**src/rtl/nand_fe_pkg.sv**
```systemverilog
package nand_fe_pkg;
  typedef enum logic [1:0] {
    KIND_CMD  = 2'd0,
    KIND_ADDR = 2'd1,
    KIND_DATA = 2'd2
  } byte_kind_e;

  localparam logic [7:0] OP_PROG_SETUP  = 8'h80;
  localparam logic [7:0] OP_ERASE_SETUP = 8'h60;
endpackage

```
**src/rtl/nand_sync2.sv**
```systemverilog
module nand_sync2 #(
  parameter int          W       = 1,
  parameter logic [W-1:0] RST_VAL = '0
) (
  input  logic         clk_i,
  input  logic         rst_ni,
  input  logic [W-1:0] d_i,
  output logic [W-1:0] q_o
);
  logic [W-1:0] meta_q, sync_q;

  always_ff @(posedge clk_i or negedge rst_ni) begin
    if (!rst_ni) begin
      meta_q <= RST_VAL;
      sync_q <= RST_VAL;
    end else begin
      meta_q <= d_i;
      sync_q <= meta_q;
    end
  end

  assign q_o = sync_q;
endmodule

```
**src/rtl/nand_strobe_filter.sv**
```systemverilog
module nand_strobe_filter #(
  parameter int   FILT_LEN = 3,
  parameter logic RST_LVL  = 1'b1
) (
  input  logic clk_i,
  input  logic rst_ni,
  input  logic raw_i,
  output logic sync_o,
  output logic lvl_o
);
  logic sync_w;

  nand_sync2 #(.W(1), .RST_VAL(RST_LVL)) i_sync (
    .clk_i (clk_i),
    .rst_ni(rst_ni),
    .d_i   (raw_i),
    .q_o   (sync_w)
  );

  assign sync_o = sync_w;

  generate
    if (FILT_LEN <= 1) begin : g_nofilt
      assign lvl_o = sync_w;
    end else begin : g_filt
      localparam int CW = $clog2(FILT_LEN);
      logic [CW-1:0] run_q;
      logic          lvl_q;

      // level flips only after FILT_LEN consecutive differing samples
      always_ff @(posedge clk_i or negedge rst_ni) begin
        if (!rst_ni) begin
          run_q <= '0;
          lvl_q <= RST_LVL;
        end else if (sync_w == lvl_q) begin
          run_q <= '0;
        end else if (run_q == CW'(FILT_LEN - 1)) begin
          run_q <= '0;
          lvl_q <= sync_w;
        end else begin
          run_q <= run_q + 1'b1;
        end
      end

      assign lvl_o = lvl_q;

      assert_filter_follow_R8: assert property (@(posedge clk_i) disable iff (!rst_ni)
        (lvl_q != $past(lvl_q)) |-> (lvl_q == $past(sync_w)));
    end
  endgenerate
endmodule

```
**src/rtl/nand_cycle_classifier.sv**
```systemverilog
module nand_cycle_classifier
  import nand_fe_pkg::*;
#(
  parameter int DATA_W      = 16,
  parameter int ADDR_CYCLES = 5,
  localparam int IW         = $clog2(ADDR_CYCLES + 1)
) (
  input  logic              clk_i,
  input  logic              rst_ni,
  input  logic              ce_f_i,
  input  logic              we_f_i,
  input  logic              re_f_i,
  input  logic              cle_h_i,
  input  logic              ale_h_i,
  input  logic              cle_s_i,
  input  logic              ale_s_i,
  input  logic              wp_s_i,
  input  logic [DATA_W-1:0] io_h_i,
  output logic              byte_valid_o,
  output byte_kind_e        byte_kind_o,
  output logic [DATA_W-1:0] byte_data_o,
  output logic [IW-1:0]     addr_idx_o,
  output logic              addr_done_o,
  output logic              addr_err_o,
  output logic              wp_viol_o,
  output logic              rd_adv_o
);
  logic we_d_q, re_d_q;
  logic [IW-1:0] acnt_q;
  logic we_rise, re_fall, sel, is_cmd, is_addr, is_data, is_mod, rd_ok;

  assign we_rise = we_f_i & ~we_d_q;
  assign re_fall = ~re_f_i & re_d_q;
  assign sel     = we_rise & ~ce_f_i & re_f_i;
  assign is_cmd  = sel &  cle_h_i & ~ale_h_i;
  assign is_addr = sel &  ale_h_i & ~cle_h_i;
  assign is_data = sel & ~cle_h_i & ~ale_h_i;
  assign is_mod  = (io_h_i[7:0] == OP_PROG_SETUP) || (io_h_i[7:0] == OP_ERASE_SETUP);
  assign rd_ok   = re_fall & ~ce_f_i & we_f_i & ~cle_s_i & ~ale_s_i;

  always_ff @(posedge clk_i or negedge rst_ni) begin
    if (!rst_ni) begin
      we_d_q       <= 1'b1;
      re_d_q       <= 1'b1;
      acnt_q       <= '0;
      byte_valid_o <= 1'b0;
      byte_kind_o  <= KIND_CMD;
      byte_data_o  <= '0;
      addr_idx_o   <= '0;
      addr_done_o  <= 1'b0;
      addr_err_o   <= 1'b0;
      wp_viol_o    <= 1'b0;
      rd_adv_o     <= 1'b0;
    end else begin
      we_d_q       <= we_f_i;
      re_d_q       <= re_f_i;
      byte_valid_o <= 1'b0;
      addr_done_o  <= 1'b0;
      addr_err_o   <= 1'b0;
      wp_viol_o    <= 1'b0;
      rd_adv_o     <= rd_ok;
      if (is_cmd) begin
        if (is_mod && !wp_s_i) begin
          wp_viol_o <= 1'b1;
        end else begin
          byte_valid_o <= 1'b1;
          byte_kind_o  <= KIND_CMD;
          byte_data_o  <= DATA_W'(io_h_i[7:0]);
          addr_idx_o   <= '0;
          acnt_q       <= '0;
        end
      end else if (is_addr) begin
        if (acnt_q < IW'(ADDR_CYCLES)) begin
          byte_valid_o <= 1'b1;
          byte_kind_o  <= KIND_ADDR;
          byte_data_o  <= DATA_W'(io_h_i[7:0]);
          addr_idx_o   <= acnt_q;
          addr_done_o  <= (acnt_q == IW'(ADDR_CYCLES - 1));
          acnt_q       <= acnt_q + 1'b1;
        end else begin
          addr_err_o <= 1'b1;
        end
      end else if (is_data && wp_s_i) begin
        byte_valid_o <= 1'b1;
        byte_kind_o  <= KIND_DATA;
        byte_data_o  <= io_h_i;
      end
    end
  end

  assert_addr_idx_bound_R2: assert property (@(posedge clk_i) disable iff (!rst_ni)
    (byte_valid_o && byte_kind_o == KIND_ADDR) |-> (addr_idx_o < IW'(ADDR_CYCLES)));
  assert_data_needs_wp_R3: assert property (@(posedge clk_i) disable iff (!rst_ni)
    (byte_valid_o && byte_kind_o == KIND_DATA) |-> $past(wp_s_i));
  assert_done_on_last_R4: assert property (@(posedge clk_i) disable iff (!rst_ni)
    addr_done_o |-> (byte_valid_o && byte_kind_o == KIND_ADDR &&
                     addr_idx_o == IW'(ADDR_CYCLES - 1)));
  assert_err_silent_R4: assert property (@(posedge clk_i) disable iff (!rst_ni)
    addr_err_o |-> !byte_valid_o);
  assert_viol_blocks_R6: assert property (@(posedge clk_i) disable iff (!rst_ni)
    wp_viol_o |-> (!byte_valid_o && !$past(wp_s_i)));
  assert_cmd_is_byte_R1: assert property (@(posedge clk_i) disable iff (!rst_ni)
    (byte_valid_o && byte_kind_o == KIND_CMD) |-> (byte_data_o[DATA_W-1:8] == '0));
endmodule

```
**src/rtl/nand_cycle_decoder.sv**
```systemverilog
module nand_cycle_decoder
  import nand_fe_pkg::*;
#(
  parameter int DATA_W      = 16,
  parameter int ADDR_CYCLES = 5,
  parameter int FILT_LEN    = 3,
  localparam int IW         = $clog2(ADDR_CYCLES + 1)
) (
  input  logic              clk_i,
  input  logic              rst_ni,
  input  logic              ce_n_i,
  input  logic              cle_i,
  input  logic              ale_i,
  input  logic              we_n_i,
  input  logic              re_n_i,
  input  logic              wp_n_i,
  input  logic [DATA_W-1:0] io_i,
  output logic              byte_valid_o,
  output logic [1:0]        byte_kind_o,
  output logic [DATA_W-1:0] byte_data_o,
  output logic [IW-1:0]     addr_idx_o,
  output logic              addr_done_o,
  output logic              addr_err_o,
  output logic              wp_viol_o,
  output logic              rd_adv_o,
  output logic              io_oe_o
);
  localparam int NSTB = 3;  // 0 ce, 1 we, 2 re

  logic [NSTB-1:0] stb_raw, stb_sync, stb_lvl;
  logic [2:0]      lvl_sel_s;
  logic [DATA_W-1:0] io_s, io_h_q;
  logic cle_h_q, ale_h_q, io_oe_q;
  logic ce_f, we_f, re_f, cle_s, ale_s, wp_s;
  byte_kind_e kind_w;

  assign stb_raw = {re_n_i, we_n_i, ce_n_i};

  generate
    for (genvar g = 0; g < NSTB; g++) begin : g_stb
      nand_strobe_filter #(.FILT_LEN(FILT_LEN), .RST_LVL(1'b1)) i_filt (
        .clk_i (clk_i),
        .rst_ni(rst_ni),
        .raw_i (stb_raw[g]),
        .sync_o(stb_sync[g]),
        .lvl_o (stb_lvl[g])
      );
    end
  endgenerate

  assign ce_f = stb_lvl[0];
  assign we_f = stb_lvl[1];
  assign re_f = stb_lvl[2];

  nand_sync2 #(.W(3), .RST_VAL(3'b000)) i_sync_sel (
    .clk_i (clk_i),
    .rst_ni(rst_ni),
    .d_i   ({wp_n_i, ale_i, cle_i}),
    .q_o   (lvl_sel_s)
  );
  assign cle_s = lvl_sel_s[0];
  assign ale_s = lvl_sel_s[1];
  assign wp_s  = lvl_sel_s[2];

  nand_sync2 #(.W(DATA_W), .RST_VAL('0)) i_sync_io (
    .clk_i (clk_i),
    .rst_ni(rst_ni),
    .d_i   (io_i),
    .q_o   (io_s)
  );

  // bus values frozen at the last sample before the write strobe returns high
  always_ff @(posedge clk_i or negedge rst_ni) begin
    if (!rst_ni) begin
      io_h_q  <= '0;
      cle_h_q <= 1'b0;
      ale_h_q <= 1'b0;
    end else if (!stb_sync[1]) begin
      io_h_q  <= io_s;
      cle_h_q <= cle_s;
      ale_h_q <= ale_s;
    end
  end

  always_ff @(posedge clk_i or negedge rst_ni) begin
    if (!rst_ni) io_oe_q <= 1'b0;
    else         io_oe_q <= ~ce_f & ~re_f & we_f & ~cle_s & ~ale_s;
  end
  assign io_oe_o = io_oe_q;

  nand_cycle_classifier #(.DATA_W(DATA_W), .ADDR_CYCLES(ADDR_CYCLES)) i_cls (
    .clk_i       (clk_i),
    .rst_ni      (rst_ni),
    .ce_f_i      (ce_f),
    .we_f_i      (we_f),
    .re_f_i      (re_f),
    .cle_h_i     (cle_h_q),
    .ale_h_i     (ale_h_q),
    .cle_s_i     (cle_s),
    .ale_s_i     (ale_s),
    .wp_s_i      (wp_s),
    .io_h_i      (io_h_q),
    .byte_valid_o(byte_valid_o),
    .byte_kind_o (kind_w),
    .byte_data_o (byte_data_o),
    .addr_idx_o  (addr_idx_o),
    .addr_done_o (addr_done_o),
    .addr_err_o  (addr_err_o),
    .wp_viol_o   (wp_viol_o),
    .rd_adv_o    (rd_adv_o)
  );
  assign byte_kind_o = kind_w;

  assert_oe_standby_R9: assert property (@(posedge clk_i) disable iff (!rst_ni)
    $past(ce_f) |-> !io_oe_o);
  assert_events_exclusive_R10: assert property (@(posedge clk_i) disable iff (!rst_ni)
    $countones({byte_valid_o, addr_err_o, wp_viol_o}) <= 1);
  assert_rd_not_standby_R7: assert property (@(posedge clk_i) disable iff (!rst_ni)
    rd_adv_o |-> !$past(ce_f));
endmodule

```
**config.mk**
```make
export PLATFORM = sky130hd
export DESIGN_NAME = nand_cycle_decoder
export DESIGN_NICKNAME = d
export VERILOG_FILES = /design/src/rtl/nand_fe_pkg.sv /design/src/rtl/nand_sync2.sv /design/src/rtl/nand_strobe_filter.sv /design/src/rtl/nand_cycle_classifier.sv /design/src/rtl/nand_cycle_decoder.sv
export SDC_FILE = /design/constraint.sdc
export NUM_CORES = 1
export LEC_CHECK = 0
export BUFFER_PORTS_ARGS = -buffer_cell sky130_fd_sc_hd__buf_2
export CAP_MARGIN = 20
export CORE_MARGIN = 1.5
export CORE_UTILIZATION = 50
export DETAILED_ROUTE_END_ITERATION = 10
export HOLD_SLACK_MARGIN = 0.15
export PLACE_DENSITY = 0.74
export SYNTH_ARGS = -nofsm -noshare
export SYNTH_HDL_FRONTEND = slang
export SYNTH_SLANG_ARGS = --single-unit
```
**constraint.sdc**
```tcl
create_clock -name clk_i -period 1.6 [get_ports clk_i]
set_input_delay 0.08 -clock clk_i [delete_from_list [all_inputs] [get_ports clk_i]]
set_output_delay 0.08 -clock clk_i [all_outputs]
set_load 0.01 [all_outputs]
```
==> results of run 1 <==
[cell families after synthesis]
logic type,count (synthesis),synth area share
AND/OR/NAND/NOR,29,0.0568
XOR/XNOR,4,0.0103
multiplexers,30,0.0997
flip-flops,103,0.764
buffers and inverters,8,0.0126
adder cells (fa/ha/maj),2,0.00738
AO/OA/AOI/OAI,19,0.0487
[path summary, 6_finish.rpt]
check	startpoint	slack [ps]	end
worst max-delay path	g_stb[1].i_filt.lvl_o$_DFFE_PN1P_	-170	i_cls.byte_data_o[0]$_DFFE_PN0P_
worst min-delay path	rst_ni	300	i_sync_io.meta_q[7]$_DFF_PN0_
worst max register to register	g_stb[1].i_filt.lvl_o$_DFFE_PN1P_	-170	i_cls.byte_data_o[0]$_DFFE_PN0P_
worst min register to register	i_sync_io.meta_q[11]$_DFF_PN0_	360	i_sync_io.q_o[11]$_DFF_PN0_
max in group asynchronous	rst_ni	890	g_stb[1].i_filt.lvl_o$_DFFE_PN1P_
min in group clk_i	io_i[14]	350	i_sync_io.meta_q[14]$_DFF_PN0_
[power by group]
part / total, uW / internal, uW / switching, uW / leakage (uW)
clock: 1500 / 584 / 913 / 0.0000877
sequential: 3310 / 3060 / 246 / 0.00125
combinational: 1290 / 769 / 518 / 0.000824
[worst min-delay path, stage by stage]
cell and delay [ps]:
dlygate4sd3_1 530, buf_4 110, buf_12 390
[cells in the mapped netlist (2+ instances only)]
master	n
and3_1	2
dfstp_2	11
inv_1	3
mux2_2	28
a22o_1	12
a21o_1	2
nor2b_1	5
nor3_1	3
nor2_1	4
a31oi_1	2
nor3b_1	4
ha_1	2
mux2_1	2
xnor2_1	3
and3b_1	2
nor4_1	2
clkbuf_1	2
dfrtp_1	92
[layer usage]
metal / vias to the layer above / track usage / wire [um]
li1: 888 / - / -
met1: 958 / 0.218 / 2640
met2: 47 / 0.279 / 2800
met3: 13 / 0.0496 / 223
met4: 0 / 0.0704 / 119
met5: - / 0 / 0
[what timing repair did]
action | 4_1_cts | 5_1_grt
endpoints found under the hold margin | 125 | 0
buffers inserted | 3 | 2
cloned | 0 | 0
endpoints found under the setup margin | 24 | 24
resized for setup | 7 | 18
pin swaps | 14 | 8
hold buffers | 23 | 0
[through the flow]
stage | TNS (ps) | utilization | instance area (um^2) | power [uW]
CTS | -2120 | 0.679 | 4380 | 6020
finish | -2560 | 0.691 | 4470 | 6090
floorplan | -1790 | - | 3390 | 3910
detailed placement | -4360 | 0.607 | 3920 | 4450
global route | -3940 | 0.691 | 4470 | 6380
global placement | -3580 | 0.607 | 3920 | 4390
[flip-flops by register name, summed over array words and instances, names as in the netlist, 2 cells and up]
signal	cells
g_stb.i_filt.lvl_o	3
i_sync_sel.q_o	3
i_cls.byte_kind_o	2
i_sync_sel.meta_q	3
i_cls.byte_data_o	16
io_h_q	16
g_stb.i_filt.g_filt.run_q	6
g_stb.i_filt.i_sync.q_o	3
g_stb.i_filt.i_sync.meta_q	3
i_sync_io.q_o	16
i_cls.addr_idx_o	3
i_cls.acnt_q	3
i_sync_io.meta_q	16
[layout make-up]
| class | count | area (um^2) | share of cell area |
|---|---|---|---|
| tap | 77 | 96.3 | 0.0216 |
| sequential | 103 | 2590 | 0.580 |
| multi-input combinational | 84 | 841 | 0.188 |
| timing repair buffer | 102 | 744 | 0.167 |
| clock buffer | 9 | 124 | 0.0277 |
| clock inverter | 7 | 57.6 | 0.0129 |
| inverter | 3 | 11.3 | 0.00252 |
==> results.ini, run 1 <==
[timing]
fin_crit_ps = 1770
holdWs_ps = 299
maxSlewViolCount = 0
hold_viol = 0
max_freq_mhz = 564
finalCritPeriodShare = 1.11
relSlewSlack = 0.656
grt_setup_unrepaired = yes
tightest_slew_ps = 517
fin_skew_ps = 10.0
fin_ws_ps = -173
finalSetupViolCount = 20

[setup_path]
critPathBufInv = 1
crit_cells = 5
cp_cell_sequence = and4bb_4 -> nand3b_1 -> o22ai_4 -> buf_6 -> mux2_4
critPathSlowestCell = dfstp_2
crit_path_start_kind = flop
cp_slowest_stage_delay_ps = 540
arrival_ps = 2020
crit_fanout = 6
crit_type = flop to flop
path_delay_family = flip-flops
cp-end-kind = flop
ff2ff_path_depth = 5
cp_data_required_time_ps = 1850

[clocking]
h-tree-depth = 3
root_buffer = clkbuf_8
path_clk_slew_ps = 100
clock_sinks = 103
cts_buffer_depth = 2
cts_buffers = 9
cts_tree = yes
clk_latency_ps = 360

[floorplanning]
core_mm2 = 0.00646
die_x_um = 85.3
rows = 29
die_area_mm2 = 0.00728
fp.dieH_um = 85.3
start_util = 0.525
ios = 51

[route]
drt-pass1-iter-count = 7
detail_route.iter0.violations = 72
detail-route-antenna-nets = 0
wl_um = 5780
dr_total_vias = 1906
wire_per_inst_um = 15.0
drc_errors = 3
drt-vias-per-instance = 4.95

[power]
power_density_mw_per_mm2 = 1360
irDropWorstVdd_mv = 0.981
p_leak_uw = 0.00216

[placement]
placed_cells = 342
port_buffers = 50
dp_hpwl_um = 3290
gp_congestion = 0.745
post-place-ws_ps = -257

[layout]
final_cells = 385
layout_common_cells = dfrtp_1, buf_2, dlygate4sd3_1, buf_4, mux2_2
area_growth_syn_to_layout_pct = 31.7
final_common_cell = dfrtp_1
fin_nets = 329
drive_above_1_share = 0.471
fillCellCount = 438
antenna_cells = 0

[status]
outcome = finished, violations left
violations = design-rule violations, negative setup slack

[global_route]
grt_max_degree = 104
grt_overflow = 0
grt_pass1_vias = 2040
grt.total_usage = 0.171
grt_pass1_wl_um = 9350
antenna_found_initial = 0

[synth]
postSynth.asyncResetShare = 1.00
synth.distinct_cells = 32
avgSynthCellArea_um2 = 17.4
synth_area_mm2 = 0.00339
synth_fp_nets = 221
netlist_instances = 195
synth_seq_cells = 103
yosysWarnings = 0
synth_edf_count = 0
synthTopCellsByArea = dfrtp_1, mux2_2, dfstp_2
ys_seq_area_frac = 0.764
ys.flop_type = dfrtp_1
synth_top_area_frac = 0.679
yosysTopAreaCell = dfrtp_1

[job]
drv_cap = 0

[min_path]
min_path_type = input port to asynchronous set/reset pin

(Power assumes the default switching activity.)
==> inputs of run 2 (changes only) <==
Settings changed: CELL_PAD_IN_SITES_DETAIL_PLACEMENT set to 1, CELL_PAD_IN_SITES_GLOBAL_PLACEMENT set to 2, CORE_UTILIZATION 50 to 36, PLACE_DENSITY 0.74 to not set, PLACE_DENSITY_LB_ADDON set to 0.1.
==> results.ini, run 2 (synthesis gave the netlist of run 1 again) <==
[setup_path]
crit_path_start_kind = flop
crit_fanout = 11
cp_slowest_stage_delay_ps = 540
cp_cell_sequence = and4bb_4 -> nor3b_4 -> o22ai_4 -> buf_4 -> buf_8 -> a22o_1
arrival_ps = 2060
critPathSlowestCell = dfstp_2
cp-end-kind = flop
crit_type = flop to flop
cp_data_required_time_ps = 1850

[global_route]
grt_max_degree = 39
antenna_found_initial = 0
met1_usage = 0.171
grt_overflow = 0
top_usage_layer = met2
grt_pass1_wl_um = 10400
grtUsageMet2 = 0.224
grtUsageMet3 = 0.0348
grt.total_usage = 0.136
grt_pass1_vias = 2128

[route]
detail-route-antenna-nets = 0
drt-vias-per-instance = 4.58
drc_errors = 0
drt-pass1-iter-count = 3
wire_per_inst_um = 14.5
wl_um = 6200
dr_total_vias = 1959
detail_route.iter0.violations = 18

[layout]
area_growth_syn_to_layout_pct = 34.3
final_common_cell = dfrtp_1
fillCellCount = 939
layout_common_cells = dfrtp_1, buf_2, buf_4
fin_nets = 338
drive_above_1_share = 0.470
fin_util = 0.495
antenna_cells = 0

[power]
pwr-share-seq = 0.544
intPower_uw = 4420
switching_share = 0.270
p_clk_frac = 0.240
power_density_mw_per_mm2 = 1330
power.switching_uw = 1640
combPwrFrac = 0.216
p_leak_uw = 0.00220
irDropWorstVdd_mv = 0.520

[clocking]
cts_buffers = 9
root_buffer = clkbuf_8
cts_buffer_depth = 2
clock_sinks = 103
path_clk_slew_ps = 90
clk_latency_ps = 360
h-tree-depth = 3
cts_tree = yes

[timing]
max_freq_mhz = 555
fin_ws_ps = -203
fin_crit_ps = 1800
finalCritPeriodShare = 1.13
fin_setup_tns_ps = -3200
fin_skew_ps = 6.08
maxSlewViolCount = 0
hold_viol = 0
finalSetupViolCount = 20
relSlewSlack = 0.650
grt_setup_unrepaired = yes
tightest_slew_ps = 525

[floorplanning]
rows = 35
core_mm2 = 0.00920
start_util = 0.369
ios = 51
fp.dieH_um = 100
die_x_um = 100
die_area_mm2 = 0.0100

[placement]
dp_hpwl_um = 4100
gp_congestion = 0.681
port_buffers = 50
post-place-ws_ps = -209

[job]
drv_cap = 0

[status]
violations = negative setup slack
outcome = finished, violations left

[min_path]
min_path_type = input port to asynchronous set/reset pin

run 2: cell types whose count changed in the layout (fill, tap and decap cells not counted), moves of 2 or more:
cell,delta
buf_4,+9
buf_12,+2
buf_6,-3
clkinv_4,-2
run 2: final timing paths:
check                                                  start                                         to  slack, ps  cells after the start
max                        g_stb[1].i_filt.lvl_o$_DFFE_PN1P_          i_cls.byte_data_o[15]$_DFFE_PN0P_       -200                      6
min                                                   rst_ni  g_stb[0].i_filt.g_filt.run_q[0]$_DFF_PN0_        240                      2
max reg2reg                g_stb[1].i_filt.lvl_o$_DFFE_PN1P_          i_cls.byte_data_o[15]$_DFFE_PN0P_       -200                      6
min reg2reg                   i_sync_sel.meta_q[1]$_DFF_PN0_                i_sync_sel.q_o[1]$_DFF_PN0_        350                      0
max in group asynchronous                             rst_ni    g_stb[2].i_filt.i_sync.meta_q$_DFF_PN1_        770                      3
min in group clk_i                                     cle_i             i_sync_sel.meta_q[0]$_DFF_PN0_        350                      2
run 2: area by class of cell:
| type | instances | area (um^2) | area share |
|---|---|---|---|
| multi-input cells | 84 | 803 | 0.177 |
| repair buffers | 111 | 833 | 0.183 |
| well taps | 111 | 139 | 0.0305 |
| clock buffers | 10 | 128 | 0.0280 |
| inverters | 3 | 11.3 | 0.00247 |
| clock inverters | 6 | 45.0 | 0.00990 |
| flip-flops and latches | 103 | 2590 | 0.569 |
run 2: layer usage:
layer  up-vias  routed length, um
li1        908                  -
met1      1004               2730
met2        37               3140
met3        10                222
met4         0                114
met5         -                  0
run 2: power by group through the flow:
stage | combinational [uW] | clock [uW] | sequential, uW
final | 1310 | 1460 | 3300
after global routing | 1430 | 1620 | 3360
after CTS | 1300 | 1520 | 3310
after detailed placement | 1150 | 0 | 3350
after global placement | 1120 | 0 | 3330
after floorplan | 509 | 0 | 3400
run 2: critical path, delay by kind of cell, from the launching register on:
family,cells,cell delay (ps)
DFF,1,540
buffers and inverters,2,280
AOI/OAI and AO/OA,2,350
and+or+nand+nor,2,520
run 2: stage by stage:
stage	power, uW	hold slack (ps)	std cells	cell area (um^2)
2_1_floorplan	3910	-216	195	3390
3_3_place_gp	4450	93.7	383	4040
3_5_place_dp	4500	98.5	383	4040
4_1_cts	6120	245	424	4510
5_1_grt	6410	274	428	4550
6_report	6060	241	428	4550
run 2: timing repair:
action / in CTS / in global routing
pin swaps: 5 / 2
resized for setup: 12 / 4
setup endpoints to repair: 23 / 24
buffers inserted: 2 / 4
hold endpoints to repair: 122 / 0
hold buffers: 23 / 0
==> inputs of run 3 (changes only) <==
Settings changed: CORE_UTILIZATION 36 to 30.
==> results.ini, run 3 (synthesis gave the netlist of run 1 again) <==
[timing]
maxSlewViolCount = 0
fin_skew_ps = 8.95
tightest_slew_ps = 336
relSlewSlack = 0.775
max_freq_mhz = 563
finalSetupViolCount = 23
hold_viol = 0
fin_ws_ps = -177
finalCritPeriodShare = 1.11
holdWs_ps = 292
grt_setup_unrepaired = yes
fin_crit_ps = 1780

[clocking]
cts_buffers = 9
clock_sinks = 103
root_buffer = clkbuf_16
cts_tree = yes
h-tree-depth = 3
cts_buffer_depth = 2
clk_latency_ps = 340
path_clk_slew_ps = 70

[setup_path]
arrival_ps = 1990
crit_path_start_kind = flop
cp_slowest_stage_delay_ps = 530
worstReg2RegEnd = i_cls.byte_data_o[0]$_DFFE_PN0P_
rrSetupSlack_ps = -180
crit_type = flop to flop
critPathBufInv = 1
ff2ff_path_depth = 5
cp-end-kind = flop
critPathSlowestCell = dfstp_2
cp_cell_sequence = and4bb_4 -> nand3b_1 -> o22ai_4 -> buf_12 -> mux2_4
cp_data_required_time_ps = 1820
path_delay_family = flip-flops
reg2reg_from = g_stb[2].i_filt.lvl_o$_DFFE_PN1P_
crit_fanout = 7

[layout]
layout_common_cells = dfrtp_1, buf_2, dlygate4sd3_1, buf_4, mux2_2
antenna_cells = 0
area_growth_syn_to_layout_pct = 37.3
fin_nets = 329
drive_above_1_share = 0.461
fillCellCount = 1104
final_cells = 448
final_common_cell = dfrtp_1

[global_route]
antenna_found_initial = 0
met1_usage = 0.154
grt_pass1_wl_um = 10400
top_usage_layer = met2
grtUsageMet2 = 0.183
grt.total_usage = 0.117
grt_overflow = 0
grt_max_degree = 57
grtUsageMet3 = 0.0320
grt_pass1_vias = 2064

[power]
intPower_uw = 5080
p_leak_uw = 0.00222
combPwrFrac = 0.188
pwr-share-seq = 0.485
p_clk_frac = 0.327
power_density_mw_per_mm2 = 1460
switching_share = 0.251
power.switching_uw = 1700
irDropWorstVdd_mv = 0.607

[route]
dr_total_vias = 1917
wire_per_inst_um = 13.9
detail-route-antenna-nets = 0
drt-pass1-iter-count = 3
wl_um = 6240
detail_route.iter0.violations = 24
drt-vias-per-instance = 4.28
drc_errors = 0

[floorplanning]
fp.dieH_um = 109
die_area_mm2 = 0.0119
die_x_um = 109
rows = 38
start_util = 0.310
core_mm2 = 0.0109
ios = 51

[min_path]
min_path_type = input port to asynchronous set/reset pin

[job]
drv_cap = 0

[placement]
dp_hpwl_um = 3900
gp_congestion = 0.662
placed_cells = 406
port_buffers = 50

[status]
outcome = finished, violations left
violations = negative setup slack

[run 3: changes by cell type in the layout (fill, tap and decap cells not counted), sizes merged]
cell	previous run	this run
clkinvlp	3	1
buf	88	78
inv	5	4
dlygate4sd3	23	24
bufinv	0	1
clkinv	1	3
[run 3: cell type report]
| cell class | count | area, um^2 | area share |
|---|---|---|---|
| flip-flops and latches | 103 | 2590 | 0.557 |
| multi-input cells | 84 | 802 | 0.172 |
| repair buffers | 102 | 766 | 0.165 |
| clock buffers | 10 | 239 | 0.0514 |
| well taps | 140 | 175 | 0.0376 |
| clock inverters | 6 | 68.8 | 0.0148 |
| inverters | 3 | 11.3 | 0.00242 |
[run 3: worst max-delay path by stage]
stage | start | slack [ps] | end | cells past startpoint
after floorplan | g_stb[1].i_filt.lvl_o$_DFFE_PN1P_ | -150 | i_cls.byte_data_o[2]$_DFFE_PN0P_ | 4
final | g_stb[2].i_filt.lvl_o$_DFFE_PN1P_ | -180 | i_cls.byte_data_o[0]$_DFFE_PN0P_ | 5
after global placement | g_stb[1].i_filt.lvl_o$_DFFE_PN1P_ | -160 | i_cls.byte_data_o[5]$_DFFE_PN0P_ | 5
after detailed placement | g_stb[1].i_filt.lvl_o$_DFFE_PN1P_ | -210 | i_cls.byte_data_o[7]$_DFFE_PN0P_ | 5
after CTS | g_stb[2].i_filt.lvl_o$_DFFE_PN1P_ | -170 | i_cls.byte_data_o[7]$_DFFE_PN0P_ | 5
after global routing | g_stb[2].i_filt.lvl_o$_DFFE_PN1P_ | -260 | i_cls.byte_data_o[6]$_DFFE_PN0P_ | 5
[run 3: per-layer routing]
layer	wire length, um	up-vias	share of wire
met5	0	-	0
met4	97	0	0.016
met3	222	6	0.036
met2	3000	36	0.48
met1	2920	981	0.47
li1	-	894	-
[run 3: power by group through the flow]
stage | logic [uW] | registers (uW) | clock network [uW]
CTS | 1310 | 3300 | 2310
floorplan | 509 | 3400 | 0
global route | 1400 | 3350 | 2420
finish | 1270 | 3290 | 2220
global placement | 1130 | 3330 | 0
detailed placement | 1160 | 3340 | 0
[run 3: repair_timing]
item,4_1_cts,5_1_grt
hold buffers,24,0
buffers inserted,3,0
endpoints found under the hold margin,125,0
setup endpoints to repair,24,24
pin swaps,4,0
resized for setup,12,0
[run 3: tightest hold or removal path: stages]
cell and delay [ps]:
dlygate4sd3_1 530, buf_4 140, buf_12 240
[run 3: per-stage QoR]
| stage | area, um^2 | setup WS [ps] | total power, uW | util | TNS (ps) |
|---|---|---|---|---|---|
| 2_1_floorplan | 3390 | -147 | 3910 | - | -1790 |
| 3_3_place_gp | 4040 | -161 | 4460 | 0.370 | -2120 |
| 3_5_place_dp | 4040 | -215 | 4500 | 0.370 | -3040 |
| 4_1_cts | 4650 | -172 | 6920 | 0.426 | -2700 |
| 5_1_grt | 4650 | -256 | 7170 | 0.426 | -4370 |
| 6_report | 4650 | -177 | 6790 | 0.426 | -2480 |
